### src/rtl/apr_pkg.sv
package apr_pkg;

  typedef enum logic [1:0] {
    ACC_READ  = 2'd0,
    ACC_WRITE = 2'd1,
    ACC_FETCH = 2'd2,
    ACC_RSVD  = 2'd3
  } acc_e;

  // Summary of the walk, reduced over all controlling entries
  typedef struct packed {
    logic all_present;
    logic all_writable;
    logic all_user;
    logic any_xd;
  } walk_sum_t;

  localparam int unsigned ERR_W = 5;

  function automatic logic is_user_level(input logic [1:0] level);
    return level == 2'd3;
  endfunction

  // Error code layout: [0] protection, [1] write, [2] user, [3] zero, [4] fetch
  function automatic logic [ERR_W-1:0] make_err(input logic faulted,
                                                input logic prot,
                                                input logic wr,
                                                input logic usr,
                                                input logic fetch_tagged);
    logic [ERR_W-1:0] e;
    e = '0;
    if (faulted) begin
      e[0] = prot;
      e[1] = wr;
      e[2] = usr;
      e[4] = fetch_tagged;
    end
    return e;
  endfunction

endpackage

### src/rtl/apr_entry_reduce.sv
module apr_entry_reduce
  import apr_pkg::*;
#(
  parameter int unsigned LEVELS = 2
) (
  input  logic [LEVELS-1:0] present,
  input  logic [LEVELS-1:0] writable,
  input  logic [LEVELS-1:0] user,
  input  logic [LEVELS-1:0] xd,
  output walk_sum_t         sum
);

  logic [LEVELS:0] p_chain, w_chain, u_chain, x_chain;

  assign p_chain[0] = 1'b1;
  assign w_chain[0] = 1'b1;
  assign u_chain[0] = 1'b1;
  assign x_chain[0] = 1'b0;

  genvar g;
  generate
    for (g = 0; g < LEVELS; g++) begin : g_lvl
      assign p_chain[g+1] = p_chain[g] & present[g];
      assign w_chain[g+1] = w_chain[g] & writable[g];
      assign u_chain[g+1] = u_chain[g] & user[g];
      assign x_chain[g+1] = x_chain[g] | xd[g];
    end
  endgenerate

  assign sum.all_present  = p_chain[LEVELS];
  assign sum.all_writable = w_chain[LEVELS];
  assign sum.all_user     = u_chain[LEVELS];
  assign sum.any_xd       = x_chain[LEVELS];

endmodule

### src/rtl/apr_rights.sv
module apr_rights
  import apr_pkg::*;
(
  input  acc_e      acc,
  input  logic      user_mode,
  input  logic      wp,
  input  logic      guard,
  input  logic      xd_active,
  input  walk_sum_t sum,
  output logic      is_write,
  output logic      is_fetch,
  output logic      not_present,
  output logic      user_block,
  output logic      wp_block,
  output logic      xd_block,
  output logic      guard_block,
  output logic      allow
);

  always_comb begin
    is_write    = (acc == ACC_WRITE);
    is_fetch    = (acc == ACC_FETCH);
    not_present = !sum.all_present;
    user_block  = user_mode && (!sum.all_user || (is_write && !sum.all_writable));
    wp_block    = !user_mode && is_write && wp && !sum.all_writable;
    xd_block    = is_fetch && xd_active && sum.any_xd;
    guard_block = is_fetch && !user_mode && guard && sum.all_user;
    allow       = !(not_present || user_block || wp_block || xd_block || guard_block);
  end

endmodule

### src/rtl/apr_errcode.sv
module apr_errcode
  import apr_pkg::*;
#(
  parameter int unsigned VEC_W     = 8,
  parameter int unsigned FAULT_VEC = 14
) (
  input  logic             allow,
  input  logic             not_present,
  input  logic             is_write,
  input  logic             is_fetch,
  input  logic             user_mode,
  input  logic             guard,
  input  logic             xd_active,
  output logic [ERR_W-1:0] err,
  output logic [VEC_W-1:0] vec
);

  logic faulted;
  assign faulted = !allow;
  assign err = make_err(faulted, !not_present, is_write, user_mode,
                        is_fetch && (guard || xd_active));
  assign vec = faulted ? VEC_W'(FAULT_VEC) : '0;

endmodule

### src/rtl/apr_access_check.sv
module apr_access_check
  import apr_pkg::*;
#(
  parameter int unsigned LEVELS    = 2,
  parameter int unsigned VEC_W     = 8,
  parameter int unsigned FAULT_VEC = 14
) (
  input  logic              clk,
  input  logic              rst_n,
  input  logic              guard_we,
  input  logic              guard_wdata,
  input  logic [1:0]        acc_type,
  input  logic [1:0]        cpl,
  input  logic              wp,
  input  logic              nx_en,
  input  logic              pae_en,
  input  logic [LEVELS-1:0] ent_present,
  input  logic [LEVELS-1:0] ent_writable,
  input  logic [LEVELS-1:0] ent_user,
  input  logic [LEVELS-1:0] ent_xd,
  output logic              allow,
  output logic              fault,
  output logic [VEC_W-1:0]  fault_vector,
  output logic [ERR_W-1:0]  err_code
);

  logic guard_q;
  always_ff @(posedge clk or negedge rst_n) begin
    if (!rst_n)        guard_q <= 1'b0;
    else if (guard_we) guard_q <= guard_wdata;
  end

  logic      user_mode, xd_active;
  acc_e      acc;
  walk_sum_t sum;
  assign user_mode = is_user_level(cpl);
  assign xd_active = pae_en && nx_en;
  assign acc       = acc_e'(acc_type);

  apr_entry_reduce #(.LEVELS(LEVELS)) u_reduce (
    .present (ent_present),
    .writable(ent_writable),
    .user    (ent_user),
    .xd      (ent_xd),
    .sum     (sum)
  );

  logic is_write, is_fetch, not_present, user_block, wp_block, xd_block, guard_block;
  logic allow_w;

  apr_rights u_rights (
    .acc        (acc),
    .user_mode  (user_mode),
    .wp         (wp),
    .guard      (guard_q),
    .xd_active  (xd_active),
    .sum        (sum),
    .is_write   (is_write),
    .is_fetch   (is_fetch),
    .not_present(not_present),
    .user_block (user_block),
    .wp_block   (wp_block),
    .xd_block   (xd_block),
    .guard_block(guard_block),
    .allow      (allow_w)
  );

  apr_errcode #(.VEC_W(VEC_W), .FAULT_VEC(FAULT_VEC)) u_err (
    .allow      (allow_w),
    .not_present(not_present),
    .is_write   (is_write),
    .is_fetch   (is_fetch),
    .user_mode  (user_mode),
    .guard      (guard_q),
    .xd_active  (xd_active),
    .err        (err_code),
    .vec        (fault_vector)
  );

  assign allow = allow_w;
  assign fault = !allow_w;

  // Assertions, next to the logic above
  a_r2_not_present: assert property (@(posedge clk) disable iff (!rst_n)
    !(&ent_present) |-> (fault && !err_code[0]));
  a_r3_user_needs_all_user: assert property (@(posedge clk) disable iff (!rst_n)
    (cpl == 2'd3 && !(&ent_user)) |-> fault);
  a_r4_user_write_ro: assert property (@(posedge clk) disable iff (!rst_n)
    (cpl == 2'd3 && acc_type == 2'd1 && !(&ent_writable)) |-> fault);
  a_r5_wp_clear_writes: assert property (@(posedge clk) disable iff (!rst_n)
    (cpl != 2'd3 && !wp && acc_type == 2'd1 && (&ent_present)) |-> allow);
  a_r7_xd_fetch: assert property (@(posedge clk) disable iff (!rst_n)
    (pae_en && nx_en && acc_type == 2'd2 && (|ent_xd)) |-> fault);
  a_r8_reset_clear: assert property (@(posedge clk) disable iff (!rst_n)
    $past(!rst_n) |-> !guard_q);
  a_r8_guard_write: assert property (@(posedge clk) disable iff (!rst_n)
    guard_we |=> (guard_q == $past(guard_wdata)));
  a_r9_allowed_zero_err: assert property (@(posedge clk) disable iff (!rst_n)
    allow |-> (err_code == '0));
  a_r9_write_bit: assert property (@(posedge clk) disable iff (!rst_n)
    fault |-> (err_code[1] == (acc_type == 2'd1) && !err_code[3]));
  a_r10_vector: assert property (@(posedge clk) disable iff (!rst_n)
    fault |-> (fault_vector == VEC_W'(FAULT_VEC)));
  a_r11_sup_read: assert property (@(posedge clk) disable iff (!rst_n)
    (cpl != 2'd3 && (acc_type == 2'd0 || acc_type == 2'd3) && (&ent_present)) |-> allow);

endmodule

### config.mk
export PLATFORM = sky130hd
export DESIGN_NAME = apr_access_check
export DESIGN_NICKNAME = d
export VERILOG_FILES = /design/src/rtl/apr_pkg.sv /design/src/rtl/apr_entry_reduce.sv /design/src/rtl/apr_rights.sv /design/src/rtl/apr_errcode.sv /design/src/rtl/apr_access_check.sv
export SDC_FILE = /design/constraint.sdc
export NUM_CORES = 1
export LEC_CHECK = 0
export ABC_AREA = 0
export BUFFER_PORTS_ARGS = -buffer_cell sky130_fd_sc_hd__clkbuf_2
export CORE_AREA = 10 10 47 49
export CTS_CLUSTER_DIAMETER = 60
export DETAILED_ROUTE_END_ITERATION = 16
export DIE_AREA = 0 0 57 59
export HOLD_SLACK_MARGIN = 0.12
export PLACE_DENSITY_LB_ADDON = 0.2
export RECOVER_POWER = 50
export SLEW_MARGIN = 10
export SYNTH_ARGS = -nofsm -noshare
export SYNTH_HDL_FRONTEND = slang
export SYNTH_SLANG_ARGS = --single-unit
### constraint.sdc
create_clock -name clk -period 1.1 [get_ports clk]
set_clock_uncertainty 0.05 [all_clocks]
set_input_delay 0.165 -clock clk [delete_from_list [all_inputs] [get_ports clk]]
set_output_delay 0.165 -clock clk [all_outputs]
set_load 0.01 [all_outputs]
# Word-level counts from Yosys, hierarchy flattened

Index checks and enable logic that the tools add are counted.
W data, S select, Z words.

Register bits: 1
Input port bits: 19
Output and inout bits: 15
Word-level logic and storage cells: 34

Equal/unequal tests: 3
Muxes and demuxes: 3
Bitwise logic cells: 4
Reductions and logical operators: 23

Operators by type and width:

| kind                 | number |
|---|---|
| $logic_and A1 B1 Y1  | 12 |
| $logic_or A1 B1 Y1   | 6 |
| $logic_not A1 Y1     | 5 |
| $eq A2 B2 Y1 const B | 2 |
| $mux W4              | 1 |
| $and A1 B1 Y1        | 3 |
| $mux W3              | 1 |
| $eq A2 B1 Y1 const B | 1 |
| $mux W1              | 1 |
| $or A1 B1 Y1         | 1 |

# Logic depth before layout (Yosys ltp)

Gate-level depths: netlist of the first run.

Word-level depth: 10
Depth in mapped cells: 4
Gate-level depth less buffers: 3

# Cells and area by module

From an unflattened synthesis of the first run, not the netlist that was laid out.

Cell total of the unflattened synthesis: 33
Area total of the unflattened synthesis: 251.5 um2

By module, submodules not included:

| module           | times used | cells each | area each (um2) | sequential area each (um2) |
|---|---|---|---|---|
| apr_errcode      | 1          | 14         | 93.8            | 0.0 |
| apr_rights       | 1          | 10         | 76.3            | 0.0 |
| apr_access_check | 1          | 5          | 56.3            | 25.0 |
| apr_entry_reduce | 1          | 4          | 25.0            | 0.0 |

# Least setup slack after synthesis of the first run

Ideal clock, no wire load.

Kind: register -> output
Start: reg guard_q
End: out fault_vector[1]
Arrival: 1069 ps
Data required time: 885 ps
Slack: -184 ps
Stages on the path, launching flop included: 5
Buffers on the path: 1
Path through: dfrtp_1 > and3b_2 > nand4_2 > nand3_1 > buf_4

Longest elaborated chain between the ends: 4

RTL lines:

| element                          | line                   | RTL |
|---|---|---|
| start: declaration               | apr_access_check.sv:27 | `logic guard_q;` |
| start signal: assignment         | apr_access_check.sv:30 | `else if (guard_we) guard_q <= guard_wdata;` |
| $logic_and A1 B1 Y1 (2 in a row) | apr_rights.sv:27       | `guard_block = is_fetch && !user_mode && guard && sum.all_user;` |
| $logic_or A1 B1 Y1               | apr_rights.sv:28       | `allow = !(not_present \|\| user_block \|\| wp_block \|\| xd_block \|\| guard_block);` |
| via fault                        | apr_access_check.sv:22 | `output logic fault,` |
| $mux W4                          | apr_errcode.sv:22      | `assign vec = faulted ? VEC_W'(FAULT_VEC) : '0;` |
| end: declaration                 | apr_access_check.sv:23 | `output logic [VEC_W-1:0] fault_vector,` |

The timed path passes the listed nets, and every way through them passes these cells.

# Worst setup path after layout of the first run

Start: in acc_type[1]
End: out allow

Longest elaborated chain between the ends: 9
Elaborated cells on any way between the ends: 18
Classes of those cells: eq/ne (2); reduce/logical (16)

RTL lines:

| element                         | line                   | RTL |
|---|---|---|
| start: declaration              | apr_access_check.sv:12 | `input logic [1:0] acc_type,` |
| $eq A2 B1 Y1                    | apr_rights.sv:21       | `is_write = (acc == ACC_WRITE);` |
| $logic_and A1 B1 Y1             | apr_rights.sv:24       | `user_block = user_mode && (!sum.all_user \|\| (is_write && !sum.all_writable));` |
| $logic_or A1 B1 Y1              | apr_rights.sv:24       |  |
| $logic_and A1 B1 Y1             | apr_rights.sv:24       |  |
| $logic_or A1 B1 Y1 (3 in a row) | apr_rights.sv:28       |  |
| $logic_or A1 B1 Y1 (*)          | apr_rights.sv:28       |  |
| $logic_not A1 Y1 (*)            | apr_rights.sv:28       |  |
| end: declaration                | apr_access_check.sv:21 | `output logic allow,` |

Mark *: on every way between the ends. The rest lies on a longest branch, timed or not.

==> flow_summary.toml, run 1 <==
[placement]
dpl.hpwl_um = 935.8
place_area_um2 = 471.7
gp_congestion = 0.6772
post-place-ws_ns = -0.2801
port_buffers = 27

[final_layout]
layout_common_cells = "18 x clkbuf_2, 12 x buf_4, 6 x conb_1, 5 x buf_6, 4 x nand2_1"
num_antenna_cells = 0
max_flop_register = "guard_q"
final_nets = 89
drive_above_1_share_pct = 67.65
final_common_cell = "clkbuf_2"
fillCellCount = 149
largest_register_ffs = 1
design_area_um2 = 538.0
reg_top3 = "guard_q (1)"
area_growth_pct = 119.4

[floorplanning]
die_w_um = 57
placementRows = 14
die_h_um = 59
core-area_um2 = 1401
die_area_um2 = 3363
start_util_pct = 17.50
io_pins = 34

[power_and_ir_drop]
power.leakage_nw = 0.2860
peakVddDrop_mv = 0.2514
power.density_nw_per_um2 = 429.3

[min_path]
hold_class = "input port to register"

[clocking]
cts.clk_slew.worst_paths_ns = 0
clock_latency_ns = 0

[sta]
finalHoldViolCount = 0
whs_ns = 0.3522
finalSetupViolCount = 9
fin_crit_ns = 1.333
fin_crit_sh_pct = 121.2
maxSlewViolCount = 0
finalWorstSetupSlack_ns = -0.2328
max_freq_mhz = 750.3
rsz0062_at_grt = "true"

[critical_path]
endpoint = "allow"
r2r-start = "guard_q$_DFFE_PN0P_"
r2r_cells = 1
endpoint_kind = "output port"
reg2reg_to = "guard_q$_DFFE_PN0P_"
critPathLaunch = "acc_type[1]"
crit_type = "input port to output port"
crit_required_ns = 0.88
worstPathArrival_ns = 1.12
crit_fanout = 6
r2r_setup_slack_ns = 0.33
startpoint_type = "input port"

[job]
drv_cap = 0

[status]
failed_checks = "setup timing"
status = "finished, violations left"

[drt]
wl_per_cell_um = 12.24
vias = 334
drt_wl_total_um = 1028
drt_iter0_markers = 1
drt-pass1-iter-count = 2
post-route-drc-count = 0
ant_nets = 0
vias_per_cell = 3.976

[grt]
grt_pass1_wl_um = 1600
grt_overflow = 0
grt_max_degree = 7
antenna_found_initial = 0
grt_pass1_vias = 352
grt_use_total_pct = 5.433

[yosys]
synth.distinct_cells = 18
synth-seq-area-share_pct = 10.20
syn_area_um2 = 245.2
synth.avg_cell_area_um2 = 7.664
synthCells = 32
ys_seq_elements = 1
ys.warnings.count = 0
worst min path at each step:
stage | startpoint | to | slack (ns) | cells after the start
finish | guard_wdata | guard_q$_DFFE_PN0P_ | 0.35 | 2
global route | guard_wdata | guard_q$_DFFE_PN0P_ | 0.37 | 2
CTS | guard_wdata | guard_q$_DFFE_PN0P_ | 0.36 | 2
detailed placement | rst_n | guard_q$_DFFE_PN0P_ | -0.11 | 1
global placement | rst_n | guard_q$_DFFE_PN0P_ | -0.11 | 1
floorplan | rst_n | guard_q$_DFFE_PN0P_ | -0.18 | 0
critical path, cell delays in order:
cell,delay [ns]
buf_8,0.10
and4b_2,0.23
a32oi_4,0.30
and3_1,0.20
buf_2,0.13
final cells by class:
type                       instances  area (um^2)  area share [%]
sequential                         1        25.02           4.651
timing repair buffer              40        275.3           51.16
tap                               16        20.02           3.721
multi-input combinational         26        214.0           39.77
inverter                           1        3.754          0.6977
Yosys cell counts:
cell / instances / area share, %
nand4_2: 1 / 5.1
a32oi_2: 1 / 6.6
conb_1: 1 / 1.5
dfrtp_1: 1 / 10
nand3_1: 1 / 2.0
a311oi_1: 1 / 3.6
nand2_1: 4 / 6.1
or2_1: 1 / 2.6
nor2_1: 1 / 1.5
and4b_1: 1 / 4.1
a31oi_1: 4 / 10
and2b_1: 1 / 3.1
and3_1: 1 / 2.6
inv_1: 1 / 1.5
and3b_2: 1 / 4.1
mux2_2: 1 / 4.6
buf_4: 9 / 28
a21o_1: 1 / 3.1
power breakdown:
group | total (W) | switching, W | internal [W]
sequential | 0.0000425 | 0.00000139 | 0.0000411
clock | 0 | 0 | 0
combinational | 0.000188 | 0.0000838 | 0.000105
per-stage QoR:
| step | setup TNS (ns) | cells | util (%) | power [W] |
|---|---|---|---|---|
| after global placement | -1.933 | 81 | 33.66 | 0.0002063 |
| after global routing | -2.319 | 84 | 38.39 | 0.0002483 |
| after CTS | -1.794 | 83 | 35.00 | 0.0002125 |
| after detailed placement | -1.899 | 81 | 33.66 | 0.0002065 |
| after floorplan | -0.3257 | 37 | - | 0.0001452 |
| final | -1.876 | 84 | 38.39 | 0.0002310 |
routing by layer:
layer  track usage [%]  vias up  share of wire, %
li1                  -      175                 -
met1             4.486      153                28
met2             13.18        6                69
met3            0.6438        0               3.1
met4                 0        0                 0
met5                 0        -                 0
what timing repair did:
item,4_1_cts,5_1_grt
gates resized for setup,1,16
hold endpoints to repair,1,0
setup buffers,1,1
pin swaps,2,5
setup endpoints to repair,9,9
hold buffers,1,0
cell families (layout without fill, tap and decap cells):
group           after synthesis  count (layout)  synth area share [%]
mux                           1               1                 4.592
buf+inv                      10              41                 29.08
simple gates                 12              12                 31.12
compound gates                7               7                 23.47
flops                         1               1                 10.20
other cells                   1               6                 1.529
Note: power is estimated with default switching activity, not from simulation.
==> run 2, diff against run 1 <==
--- a/config.mk
+++ b/config.mk
@@ -14,6 +14,7 @@
 export HOLD_SLACK_MARGIN = 0.12
 export PLACE_DENSITY_LB_ADDON = 0.2
 export RECOVER_POWER = 50
+export REMOVE_ABC_BUFFERS = 1
 export SLEW_MARGIN = 10
 export SYNTH_ARGS = -nofsm -noshare
 export SYNTH_HDL_FRONTEND = slang
==> run 2 against run 1 <==
  * The run still ends with setup timing left
  * Design area fell by 14%
  * Critical endpoint unchanged
  * Highest routed layer unchanged
  * Worst setup slack improved by 0.0050 ns
  * Die area did not move
  * Critical path depth did not move
  * Via count fell by 1.5%
  * Utilization fell by 5.4 points
  * Hold slack improved by 0.0034 ns
  * First-iteration DRC count rose to 4.0 times the previous value
  * Largest power group unchanged
==> flow_summary.toml, run 2 (same netlist as run 1, synthesis figures left out) <==
[status]
status = "finished, violations left"
failed_checks = "setup timing"

[power_and_ir_drop]
peakVddDrop_mv = 0.2221
finalPower_w = 0.0002014
power.density_nw_per_um2 = 435.0
power.leakage_nw = 0.2547

[drt]
drt_wl_total_um = 975
ant_nets = 0
vias = 329
post-route-drc-count = 0
vias_per_cell = 4.165
drt_iter0_markers = 4
wl_per_cell_um = 12.34
drt-pass1-iter-count = 4

[floorplanning]
die_w_um = 57
io_pins = 34
start_util_pct = 17.50
die_area_um2 = 3363
die_h_um = 59
placementRows = 14
core-area_um2 = 1401

[placement]
place_area_um2 = 396.6
dpl.hpwl_um = 878.5
gp_congestion = 0.6562
placedCellCount = 77
port_buffers = 27

[final_layout]
final_common_cell = "clkbuf_2"
design_area_um2 = 462.9
fin_cells = 79
area_growth_pct = 88.78
num_antenna_cells = 0
layout_common_cells = "21 x clkbuf_2, 7 x buf_4, 6 x conb_1"
drive_above_1_share_pct = 65.08
fin_util_pct = 33.04
final_nets = 84
reg_top3 = "guard_q (1)"
max_flop_register = "guard_q"
largest_register_ffs = 1

[job]
drv_cap = 0

[sta]
fin_crit_ns = 1.328
whs_ns = 0.3556
max_freq_mhz = 753.1
maxSlewViolCount = 0
fin_crit_sh_pct = 120.7
finalWorstSetupSlack_ns = -0.2278
finalHoldViolCount = 0
finalSetupViolCount = 9
rsz0062_at_grt = "true"

[grt]
antenna_found_initial = 0
grt_pass1_wl_um = 1455
grt_max_degree = 7
grt_pass1_vias = 320
grt_use_total_pct = 4.848
grt_overflow = 0

[clocking]
cts.clk_slew.worst_paths_ns = 0
clock_latency_ns = 0

[min_path]
hold_class = "input port to register"

[critical_path]
startpoint_type = "input port"
crit_type = "input port to output port"
crit_fanout = 6
worstPathArrival_ns = 1.11
crit_required_ns = 0.88
r2r_setup_slack_ns = 0.32
endpoint_kind = "output port"
-- run 2: changes by cell type in the layout (fill, tap and decap cells not counted) --
cell	delta
a31oi_1	+1
buf_2	+2
buf_6	-4
buf_4	-5
nand3_4	-1
clkbuf_2	+3
nand3_2	+1
a31oi_2	-1
clkbuf_1	-1
-- run 2: timing repair --
action | in CTS | in global routing
hold buffers | 1 | 0
gates cloned | 0 | 0
buffers inserted | 1 | 0
endpoints found under the hold margin | 1 | 0
setup endpoints to repair | 9 | 9
pin swaps | 2 | 4
resized for setup | 1 | 13
-- run 2: through the flow --
step                TNS [ns]  setup WS (ns)
global placement      -2.069        -0.2570
CTS                   -1.994        -0.2755
global route          -2.334        -0.2802
finish                -1.744        -0.2278
detailed placement    -2.118        -0.2814
floorplan            -0.7304        -0.1495
-- run 2: power breakdown --
group / leakage [nW] / switching (W) / internal [W]
registers: 0.0117 / 0.00000143 / 0.0000412
clock network: 0 / 0 / 0
logic: 0.243 / 0.0000756 / 0.0000832
total: 0.255 / 0.0000770 / 0.000124
-- run 2: final timing paths --
| path | start | end | depth (start not counted) |
|---|---|---|---|
| max in group asynchronous | rst_n | guard_q$_DFFE_PN0P_ | 2 |
| setup / recovery | pae_en | allow | 5 |
| hold reg to reg | guard_q$_DFFE_PN0P_ | guard_q$_DFFE_PN0P_ | 1 |
| setup reg to reg | guard_q$_DFFE_PN0P_ | guard_q$_DFFE_PN0P_ | 1 |
| hold / removal | guard_wdata | guard_q$_DFFE_PN0P_ | 2 |
| min in group asynchronous | rst_n | guard_q$_DFFE_PN0P_ | 2 |
-- run 2: worst max-delay path: stages --
cell	delay, ns
clkbuf_2	0.07
and4b_2	0.25
a32oi_4	0.29
and3_1	0.21
buf_2	0.13
-- run 2: final cells by class --
cell class / instances / area (um^2)
Fill cell: 165 / 938.4
Inverter: 1 / 3.754
Multi-Input combinational cell: 26 / 200.2
Sequential cell: 1 / 25.02
Tap cell: 16 / 20.02
Timing Repair Buffer: 35 / 214.0
-- run 2: per-layer routing --
layer / share of wire [%] / wire length [um] / GRT usage [%] / vias to the layer above
li1: - / - / - / 165
met1: 51 / 496 / 7.876 / 137
met2: 37 / 359 / 5.891 / 27
met3: 12 / 119 / 1.717 / 0
met4: 0 / 0 / 0 / 0
met5: 0 / 0 / 0 / -
==> run 3, diff against run 2 <==
--- a/config.mk
+++ b/config.mk
@@ -12,9 +12,10 @@
 export DETAILED_ROUTE_END_ITERATION = 16
 export DIE_AREA = 0 0 57 59
 export HOLD_SLACK_MARGIN = 0.12
-export PLACE_DENSITY_LB_ADDON = 0.2
+export PLACE_DENSITY = 0.59
 export RECOVER_POWER = 50
 export REMOVE_ABC_BUFFERS = 1
+export SKIP_CTS_REPAIR_TIMING = 1
 export SLEW_MARGIN = 10
 export SYNTH_ARGS = -nofsm -noshare
 export SYNTH_HDL_FRONTEND = slang
==> run 3 against run 2 <==
  * The flow still finishes with violations (setup timing)
  * Critical path type unchanged
  * Register-to-register slack barely moved
  * Sequential share of layout area barely moved
  * Critical endpoint unchanged
  * Design area fell by 0.27%
  * Largest cell class is now multi-input combinational cells
  * Hold slack got worse by 0.0028 ns
  * Flip-flop and latch count did not move
  * Maximum frequency rose by 0.55%
==> flow_summary.toml, run 3 (same netlist as run 1, synthesis figures left out) <==
[floorplanning]
core-area_um2 = 1401
io_pins = 34
die_area_um2 = 3363
die_h_um = 59
start_util_pct = 17.50
placementRows = 14
die_w_um = 57

[grt]
grt_use_total_pct = 4.976
grt_overflow = 0
grt_pass1_wl_um = 1476
grt_pass1_vias = 341
grt_max_degree = 7
antenna_found_initial = 0

[clocking]
cts.clk_slew.worst_paths_ns = 0
clock_latency_ns = 0

[placement]
place_area_um2 = 389.1
gp_congestion = 0.7220
placedCellCount = 76
port_buffers = 27
dpl.hpwl_um = 867.3

[final_layout]
area_growth_pct = 88.27
fillCellCount = 156
fin_cells = 77
seq_area_um2 = 25.02
reg_top3 = "guard_q (1)"
layout_common_cells = "19 x clkbuf_2, 6 x conb_1, 5 x buf_2, 5 x buf_4"
final_nets = 82
multi_input_area_um2 = 207.7
drive_above_1_share_pct = 67.21
final_common_cell = "clkbuf_2"
largest_register_ffs = 1
num_antenna_cells = 0
fin_util_pct = 32.95
max_flop_register = "guard_q"
design_area_um2 = 461.7

[drt]
wl_per_cell_um = 12.79
drt-pass1-iter-count = 4
drt_wl_total_um = 985
vias_per_cell = 4.156
post-route-drc-count = 0
drt_iter0_markers = 12
vias = 320
ant_nets = 0

[min_path]
hold_class = "input port to register"

[critical_path]
slowest_stage = "a32oi_4"
crit_buf_inv = 2
crit_type = "input port to output port"
cp_top_family = "simple AND/OR/NAND/NOR gates"
endpoint_kind = "output port"
worstPathArrival_ns = 1.11
crit_fanout = 6
slowest_delay_ns = 0.28
crit_required_ns = 0.88
startpoint_type = "input port"
critical_path.cell_chain = "clkbuf_2, or2_4, a32oi_4, and3_4, buf_6"

[sta]
finalSetupViolCount = 9
fin_crit_sh_pct = 120.1
maxSlewViolCount = 0
setup_tns_ns = -1.582
finalWorstSetupSlack_ns = -0.2206
fin_crit_ns = 1.321
finalHoldViolCount = 0
rsz0062_at_grt = "true"
max_freq_mhz = 757.2

[status]
status = "finished, violations left"
failed_checks = "setup timing"

[power_and_ir_drop]
peakVddDrop_mv = 0.2807
power.density_nw_per_um2 = 442.9
power.leakage_nw = 0.2451
finalPower_w = 0.0002045

[job]
drv_cap = 0
-- run 3: cell count changes in the layout (fill, tap and decap cells not counted) --
cell	change
and3_1	-1
and3_4	+1
buf_2	+1
buf_4	-2
buf_6	+1
clkbuf_2	-2
or2_1	-1
or2_4	+1
-- run 3: per-layer routing --
metal | GRT usage [%] | part of all wire, % | vias up | wire (um)
li1 | - | - | 162 | -
met1 | 5.006 | 31 | 141 | 306
met2 | 9.922 | 57 | 17 | 560
met3 | 1.931 | 12 | 0 | 118
met4 | 0 | 0 | 0 | 0
met5 | 0 | 0 | - | 0
-- run 3: through the flow --
step	setup slack [ns]	hold slack (ns)
finish	-0.2206	0.3528
global route	-0.2656	0.3733
CTS	-0.2577	-0.1078
detailed placement	-0.2551	-0.1078
global placement	-0.2483	-0.1085
floorplan	-0.1495	-0.1806
-- run 3: path summary, 6_finish.rpt --
kind	slack, ns	endpoint	cells after the start	from
setup / recovery	-0.22	allow	5	ent_xd[0]
hold / removal	0.35	guard_q$_DFFE_PN0P_	2	guard_wdata
setup reg to reg	0.32	guard_q$_DFFE_PN0P_	1	guard_q$_DFFE_PN0P_
hold reg to reg	0.44	guard_q$_DFFE_PN0P_	1	guard_q$_DFFE_PN0P_
max in group asynchronous	0.48	guard_q$_DFFE_PN0P_	2	rst_n
min in group asynchronous	0.43	guard_q$_DFFE_PN0P_	2	rst_n
-- run 3: layout make-up --
class,count,share of cell area (%)
multi-input combinational,26,44.99
timing repair buffer,33,44.44
sequential,1,5.420
tap,16,4.336
inverter,1,0.8130
-- run 3: power breakdown --
part | total (W) | switching, W | internal [W]
Combinational | 0.000162 | 0.0000766 | 0.0000853
Sequential | 0.0000427 | 0.00000150 | 0.0000412
Clock | 0 | 0 | 0
Total | 0.000204 | 0.0000781 | 0.000126
